File: src/rtl/regback_pkg.sv
`timescale 1ns/1ps
package regback_pkg;
  localparam int unsigned NREG = 7;
  localparam int unsigned DW   = 8;
  localparam int unsigned IW   = $clog2(NREG);

  typedef enum logic [0:0] {
    SRC_ZERO = 1'b0,
    SRC_REG  = 1'b1
  } rd_src_e;
endpackage

File: src/rtl/regback_rst_sync.sv
`timescale 1ns/1ps
module regback_rst_sync #(
  parameter int unsigned STAGES = 2
) (
  input  logic clk,
  input  logic rst_n,
  output logic rst_s_n
);
  logic [STAGES-1:0] sync_q;

  always_ff @(posedge clk or negedge rst_n) begin
    if (!rst_n) sync_q <= '0;
    else        sync_q <= {sync_q[STAGES-2:0], 1'b1};
  end

  assign rst_s_n = sync_q[STAGES-1];
endmodule

File: src/rtl/regback_scan.sv
`timescale 1ns/1ps
module regback_scan #(
  parameter int unsigned N  = 7,
  parameter int unsigned IW = 3
) (
  input  logic [N-1:0]  mask,
  input  logic [IW:0]   from_idx,
  output logic          found,
  output logic [IW-1:0] idx
);
  localparam int unsigned FW = IW + 1;

  logic [N-1:0] elig;

  for (genvar g = 0; g < N; g++) begin : g_elig
    assign elig[g] = mask[g] && (from_idx <= FW'(g));
  end

  always_comb begin
    found = 1'b0;
    idx   = '0;
    for (int i = N - 1; i >= 0; i--) begin
      if (elig[i]) begin
        found = 1'b1;
        idx   = IW'(i);
      end
    end
  end
endmodule

File: src/rtl/regback_ctrl.sv
`timescale 1ns/1ps
module regback_ctrl
  import regback_pkg::*;
#(
  parameter int unsigned N         = NREG,
  parameter int unsigned W         = DW,
  parameter logic [7:0]  CMD_START = 8'hA7,
  parameter logic [7:0]  CMD_STAT  = 8'hBF
) (
  input  logic                   clk,
  input  logic                   rst_n,
  input  logic                   wr_stb,
  input  logic [W-1:0]           wr_data,
  input  logic                   rd_stb,
  input  logic [N-1:0]           rd_mask,
  output rd_src_e                rd_src,
  output logic [$clog2(N)-1:0]   rd_idx
);
  localparam int unsigned PW = $clog2(N);

  logic          act_q, act_n;
  logic          stat_q, stat_n;
  logic [PW-1:0] ptr_q, ptr_n;
  logic [N-1:0]  mask_q, mask_n;

  logic          first_found, next_found;
  logic [PW-1:0] first_idx, next_idx;
  logic [PW:0]   next_from;

  logic is_start, is_stat;

  assign next_from = {1'b0, ptr_q} + 1'b1;
  assign is_start  = wr_stb && !act_q && (wr_data == W'(CMD_START));
  assign is_stat   = wr_stb && !act_q && (wr_data == W'(CMD_STAT));

  regback_scan #(.N(N), .IW(PW)) i_scan_first (
    .mask     (rd_mask),
    .from_idx ('0),
    .found    (first_found),
    .idx      (first_idx)
  );

  regback_scan #(.N(N), .IW(PW)) i_scan_next (
    .mask     (mask_q),
    .from_idx (next_from),
    .found    (next_found),
    .idx      (next_idx)
  );

  always_comb begin
    act_n  = act_q;
    stat_n = stat_q;
    ptr_n  = ptr_q;
    mask_n = mask_q;
    rd_src = SRC_ZERO;
    rd_idx = '0;
    if (rd_stb) begin
      if (act_q) begin
        rd_src = SRC_REG;
        rd_idx = ptr_q;
        if (next_found) ptr_n = next_idx;
        else            act_n = 1'b0;
      end else if (stat_q) begin
        rd_src = SRC_REG;
        rd_idx = '0;
        stat_n = 1'b0;
      end
    end
    if (is_start) begin
      mask_n = rd_mask;
      stat_n = 1'b0;
      act_n  = first_found;
      ptr_n  = first_idx;
    end else if (is_stat) begin
      stat_n = 1'b1;
    end
  end

  always_ff @(posedge clk or negedge rst_n) begin
    if (!rst_n) begin
      act_q  <= 1'b0;
      stat_q <= 1'b0;
      ptr_q  <= '0;
      mask_q <= '0;
    end else begin
      act_q  <= act_n;
      stat_q <= stat_n;
      ptr_q  <= ptr_n;
      mask_q <= mask_n;
    end
  end

  // a running walk always points at an enabled register
  a_r2_ptr_enabled: assert property (@(posedge clk) disable iff (!rst_n)
    act_q |-> mask_q[ptr_q]);

  // each read in a walk moves strictly upward or ends the walk
  a_r3_ptr_rises: assert property (@(posedge clk) disable iff (!rst_n)
    (act_q && rd_stb) |=> (!act_q || (ptr_q > $past(ptr_q))));

  // no read means the walk position and activity stay put
  a_r5_ptr_hold: assert property (@(posedge clk) disable iff (!rst_n)
    (act_q && !rd_stb) |=> (act_q && $stable(ptr_q)));

  // a pending status read never coexists with a walk
  a_r5_no_overlap: assert property (@(posedge clk) disable iff (!rst_n)
    !(act_q && stat_q));

  // the captured mask is frozen while a walk runs
  a_r9_mask_frozen: assert property (@(posedge clk) disable iff (!rst_n)
    act_q |=> $stable(mask_q));
endmodule

File: src/rtl/regback_seq.sv
`timescale 1ns/1ps
module regback_seq
  import regback_pkg::*;
#(
  parameter int unsigned N = NREG,
  parameter int unsigned W = DW
) (
  input  logic         clk,
  input  logic         rst_n,
  input  logic         wr_stb,
  input  logic [7:0]   wr_data,
  input  logic         rd_stb,
  input  logic [6:0]   rd_mask,
  input  logic [55:0]  reg_vals,
  output logic [7:0]   rd_data
);
  localparam int unsigned PW = $clog2(N);

  logic          rst_s_n;
  rd_src_e       rd_src;
  logic [PW-1:0] rd_idx;
  logic [W-1:0]  rd_q, rd_n;
  logic [W-1:0]  reg_arr [N];

  for (genvar k = 0; k < N; k++) begin : g_unpack
    assign reg_arr[k] = reg_vals[k*W +: W];
  end

  regback_rst_sync #(.STAGES(2)) i_rst_sync (
    .clk     (clk),
    .rst_n   (rst_n),
    .rst_s_n (rst_s_n)
  );

  regback_ctrl #(.N(N), .W(W)) i_ctrl (
    .clk     (clk),
    .rst_n   (rst_s_n),
    .wr_stb  (wr_stb),
    .wr_data (wr_data),
    .rd_stb  (rd_stb),
    .rd_mask (rd_mask),
    .rd_src  (rd_src),
    .rd_idx  (rd_idx)
  );

  always_comb begin
    rd_n = rd_q;
    if (rd_stb) begin
      if (rd_src == SRC_REG) rd_n = reg_arr[rd_idx];
      else                   rd_n = '0;
    end
  end

  always_ff @(posedge clk or negedge rst_s_n) begin
    if (!rst_s_n) rd_q <= '0;
    else          rd_q <= rd_n;
  end

  assign rd_data = rd_q;

  // read data holds between reads
  a_r3_data_hold: assert property (@(posedge clk) disable iff (!rst_s_n)
    !rd_stb |=> $stable(rd_data));

  // a read with no source yields zero
  a_r4_idle_zero: assert property (@(posedge clk) disable iff (!rst_s_n)
    (rd_stb && (rd_src == SRC_ZERO)) |=> (rd_data == 8'h00));
endmodule

File: config.mk
export PLATFORM = sky130hd
export DESIGN_NAME = regback_seq
export DESIGN_NICKNAME = d
export VERILOG_FILES = /design/src/rtl/regback_pkg.sv /design/src/rtl/regback_rst_sync.sv /design/src/rtl/regback_scan.sv /design/src/rtl/regback_ctrl.sv /design/src/rtl/regback_seq.sv
export SDC_FILE = /design/constraint.sdc
export NUM_CORES = 1
export LEC_CHECK = 0
export ABC_CLOCK_PERIOD_IN_PS = 1000
export BUFFER_PORTS_ARGS = -buffer_cell sky130_fd_sc_hd__buf_4
export CAP_MARGIN = 20
export CELL_PAD_IN_SITES_DETAIL_PLACEMENT = 1
export CELL_PAD_IN_SITES_GLOBAL_PLACEMENT = 1
export CORE_ASPECT_RATIO = 0.7
export CORE_MARGIN = 8
export CORE_UTILIZATION = 36
export DETAILED_ROUTE_END_ITERATION = 16
export GPL_TIMING_DRIVEN = 1
export PLACE_DENSITY_LB_ADDON = 0.25
export SLEW_MARGIN = 30
export SYNTH_ARGS = -nofsm -noshare
export SYNTH_HDL_FRONTEND = slang
export SYNTH_HIERARCHICAL = 1
export SYNTH_SLANG_ARGS = --single-unit
File: constraint.sdc
create_clock -name clk -period 1 [get_ports clk]
set_clock_uncertainty 0.2 [all_clocks]
set_input_delay 0.2 -clock clk [delete_from_list [all_inputs] [get_ports clk]]
set_output_delay 0.2 -clock clk [all_outputs]
set_load 0.01 [all_outputs]
Word-level counts from Yosys, hierarchy flattened
Index checks and enable logic that the tools add are counted.
{ "word_totals": {"mem_count": 0, "ramBits": 0, "mem_bits_ro": 0, "latch_bits": 0, "ff_bits": 22, "inputBits": 75} }
{ "op_classes": {"n_reduce_logical": 17, "addsub": 1, "shift": 0, "n_mux": 49, "n_lt_le_gt_ge": 8, "bitwise_logic": 1, "n_eq_ne": 3, "div_mod_pow": 0, "n_mul": 0} }
{ "ops": {"columns": ["op", "n"], "rows": [
  ["$mux 3", 20],
  ["$mux 1", 25],
  ["$bmux 8 s3", 1],
  ["$mux 8", 3],
  ["$eq 8x8->1 const B", 2],
  ["$le 4x3->1 const B", 3],
  ["$logic_and 1x1->1", 10],
  ["$le 4x1->1 const B", 2],
  ["$le 4x2->1 const B", 2],
  ["$reduce_bool 2->1", 3],
  ["$add 3x1->4 const B", 1],
  ["$ge 4x4->1 const B", 1],
  ["$not 3->4", 1],
  ["$ne 3x3->1 const B", 1],
  ["$reduce_and 3->1", 1],
  ["$reduce_bool 3->1", 1],
  ["$reduce_and 2->1", 1],
  ["$logic_not 1->1", 1]
]} }

Depth between registers and ports, before layout
{ "logic_depth": {"depth_word": 14, "ltp_mapped": 10, "depth_no_buf": 9} }

Cells and area by module
Netlist, hierarchy kept.
{ "by_module_without_submodules": {"columns": ["module", "seq_area_each_um2", "cells_per_inst", "n_inst", "area_per_inst_um2"], "rows": [
  ["regback_seq", 200.2, 74, 1, 824.5],
  ["regback_ctrl", 300.3, 49, 1, 663.1],
  ["regback_scan", 0.0, 32, 2, 200.2],
  ["regback_rst_sync", 50.0, 3, 1, 53.8]
]} }

Worst setup path after synthesis
No wires, ideal clock.
{ "synth_path": {"path_type": "register to register", "start": "register i_ctrl.ptr_q[0]", "end": "register i_ctrl.ptr_q[0]", "arrival_ps": 2109, "synth_period_minus_slack_ps": 2434, "path_stages_with_launch": 11, "path_slack_ps": -1434, "cell_sequence": "dfrtp_1 ha_1 xor2_1 buf_4 nand3_1 and3_1 o21ba_4 nand3_1 nand3_2 mux2_2 mux2_2"} }
{ "synth_via": {"word_cells_on_any_way": 34, "cone_classes": "add/sub (1); order compare (7); mux (17); reduce/logical (9)"} }
{ "synth_rtl": {"columns": ["item", "line_no", "source"], "rows": [
  ["start, declared", "regback_ctrl.sv:23", "logic [PW-1:0] ptr_q, ptr_n;"],
  ["start signal, assigned", "regback_ctrl.sv:88", "ptr_q <= ptr_n;"],
  ["$add 3x1->4 *", "regback_ctrl.sv:32", "assign next_from = {1'b0, ptr_q} + 1'b1;"],
  ["net i_ctrl.next_from[2]", "regback_ctrl.sv:28", "logic [PW:0] next_from;"],
  ["$le 4x3->1", "regback_scan.sv:16", "assign elig[g] = mask[g] && (from_idx <= FW'(g));"],
  ["$logic_and 1x1->1", "regback_scan.sv:16", null],
  ["$mux 1 (6 in a row)", "regback_scan.sv:23", "if (elig[i]) begin"],
  ["$mux 1 *", "regback_scan.sv:23", null],
  ["net i_ctrl.next_found", "regback_ctrl.sv:26", "logic first_found, next_found;"],
  ["$reduce_bool 2->1 (no line) *", null, null],
  ["$reduce_and 3->1 (no line) *", null, null]
]} }
Mark *: on every way through the listed nets, which the timed path passes. The rest lies on a longest branch. The select of a mux whose other input is x is not followed.
A chain may end at the register's enable or synchronous reset.

Worst setup path after layout
{ "layout_path": {"start": "register i_ctrl.ptr_q[2]", "end": "register i_ctrl.ptr_q[2]"} }
Same word-level chain as after synthesis.

==> results_dict.tcl <==
set metrics [dict create \
    nets 404 \
    fin_ws_ns -1.41 \
    min_period_ns 2.41 \
    status "finished with violations" \
    drtIter0Drc 95 \
    synth_xor_area_share_pct 0.451 \
    route.vias.total 2140 \
    clk_pin_slew_ns 0.09 \
    drtPass1Iterations 5 \
    cts-root-buf "clkbuf_8" \
    portBuffers 82 \
    grt_pass1_wl_um 12000 \
    synth_top_family_by_area "multiplexers" \
    synth-simple-area-share_pct 19.0 \
    nFillCells 600 \
    postSynthAreaPerCell_sq_um 10.2 \
    viasPerCell 5.36 \
    antenna_found_initial 0 \
    seq_area_sq_um 552 \
    grt_max_degree 21 \
    routed_wl_um 8250 \
    synthTopCellsByArea "dfrtp_1 (28%), mux4_1 (6.8%), mux2_2 (6.4%)" \
    power_density_nw_per_um2 732 \
    setup_viol 28 \
    die_width_um 104 \
    synth_mux_area_share_pct 22.3 \
    syn_to_final_growth_pct 68.0 \
    antenna_cells 0 \
    hpwl_um 5450 \
    syn_inst 190 \
    p_leak_nw 1.61 \
    core_area_sq_um 5230 \
    cp.arrival_ns 2.37 \
    hp-class "input pin to flop" \
    pin_count 83 \
    postCtsHoldBufs 1 \
    grt_usage_pct 18.2 \
    drive_above_1_share_pct 59.9 \
    routedWlPerCell_um 20.7 \
    rows 22 \
    cts_inserted_buffers 3 \
    critPathMaxStageDelay_ns 0.54 \
    crit_path_end_kind "flop" \
    synth_compound_area_share_pct 20.0 \
    synth-seq-area-share_pct 28.4 \
    synth_edf_count 0 \
    h-tree-depth 1 \
    die_h_um 77.4 \
    route.detailed.drc 0 \
    cts_buffer_depth 2 \
    cts_tree "done" \
    yosys_most_used_dff "dfrtp_1" \
    fmax_ghz 0.414 \
    grt-ovfl-total 0 \
    syn_area_sq_um 1940 \
    maxCapViolCount 0 \
    cts_num_sinks 22 \
    rsz0062_at_grt "true" \
    crit_type "flop to flop" \
    yosysMostFrequentCell "dfrtp_1" \
    violations "negative hold slack, negative setup slack" \
    synthArstFlopShare_pct 100 \
    cp_max_fo 3 \
    multi_input_comb_area_sq_um 1420 \
    ant_nets 0 \
    start_kind "flop" \
    path_cells "and3_4, inv_1, and3_4, o21ba_4, nand3_4, nand3_4, mux2_4, mux2_4" \
    synth.distinct_cells 45 \
    holdWs_ns -0.0270 \
    die_area_sq_um 8040 \
    worst_skew_pair.late_latency_ns 0.27 \
    synth-seq-cells 22 \
    gp_congestion 0.788 \
    cpMaxStageDelayCell "dfrtp_1" \
    ys_top_cells_by_count "dfrtp_1 (22), inv_1 (16), nor2_1 (12)" \
    fin_util_pct 62.4 \
    synthAdderAreaFrac_pct 0.644 \
    yosys.area.top_type_share_pct 28.4 \
    ir_worst_vdd_uv 644 \
    start_util_pct 37.1 \
    yosys.area.top_type "dfrtp_1" \
    grt_pass1_vias 2358 \
    fin_total_pwr_mw 2.39 \
    yosys_warnings 6 \
    slew_violations 0 \
    hold_viol_final 1 \
    crit_required_ns 0.95 \
    timing.final.crit_share_pct 241 \
]
critical path, delay by kind of cell (launching register included):
family	cells	cell delay [ns]
multiplexers	2	0.59
AO/OA/AOI/OAI	1	0.25
buffers and inverters	1	0.07
AND/OR/NAND/NOR	4	0.65
flip-flops	1	0.54
worst paths after layout:
check                                     start                to  slack, ns  cells after the start
setup / recovery                i_ctrl/ptr_q[2]   i_ctrl/ptr_q[2]      -1.41                      8
hold / removal                       rd_mask[6]  i_ctrl/mask_q[6]      -0.03                      2
setup reg to reg                i_ctrl/ptr_q[2]   i_ctrl/ptr_q[2]      -1.41                      8
hold reg to reg            i_rst_sync/sync_q[1]        rd_data[2]       0.02                      1
max in group asynchronous  i_rst_sync/sync_q[1]      i_ctrl/act_q       0.43                      1
min in group asynchronous  i_rst_sync/sync_q[1]        rd_data[2]       0.02                      1
placed cells by master (no fill, tap or decap), drive strengths merged, types with 4 or more instances in the layout:
cell	n
mux2	13
mux4	8
nand2	9
mux2i	8
inv	15
o32ai	8
nor2b	4
dfrtp	22
o211a	8
o21ai	9
a21oi	5
clkbuf	4
nor2	14
buf	133
nand3	7
a21boi	4
and3	8
nand3b	8
conb	13
nor3	5
power breakdown:
| part | leakage, nW | switching (mW) | internal (mW) |
|---|---|---|---|
| combinational | 1.28 | 0.314 | 0.469 |
| sequential | 0.299 | 0.0237 | 0.914 |
| clock | 0.0288 | 0.315 | 0.352 |
| total | 1.61 | 0.653 | 1.73 |
cell families (layout without fill, tap and decap cells):
family | count (synthesis) | after routing
compound gates | 47 | 47
xor+xnor | 1 | 1
fa+ha+maj | 1 | 1
buf+inv | 30 | 154
flops | 22 | 22
mux | 29 | 29
other cells | 2 | 13
simple gates | 58 | 60
timing repair:
item	4_1_cts	5_1_grt
setup buffers	5	9
cloned	2	0
gates resized for setup	25	20
hold endpoints to repair	3	1
endpoints found under the setup margin	28	28
pin swaps	2	3
state kept, by name (all words and copies together), names as in the netlist:
register,cells
rd_data,8
i_ctrl/mask_q,7
i_ctrl/act_q,1
i_rst_sync/sync_q,2
i_ctrl/ptr_q,3
i_ctrl/stat_q,1
layout make-up:
type,instances,area share [%]
clock buffers,4,1.69
inverters,16,1.96
multi-input cells,151,43.5
flip-flops and latches,22,16.9
well taps,72,2.76
repair buffers,134,33.2
metal layers:
metal / share of wire [%] / GRT usage [%] / vias to the layer above
met3: 7.1 / 5.45 / 28
met1: 39 / 20.8 / 1061
met4: 3.1 / 4.46 / 0
met5: 0 / 0 / -
met2: 50 / 32.6 / 89
li1: - / - / 962
metrics by stage:
stage / instance area (sq um) / setup slack [ns] / TNS, ns / std cells
finish: 3260 / -1.41 / -21.06 / 399
global route: 3260 / -1.46 / -22.51 / 399
CTS: 3120 / -1.38 / -19.99 / 391
detailed placement: 2930 / -1.43 / -19.52 / 379
global placement: 2930 / -1.31 / -18.44 / 379
floorplan: 2030 / -1.31 / -16.27 / 201
Power figures use the tool's default switching activity.
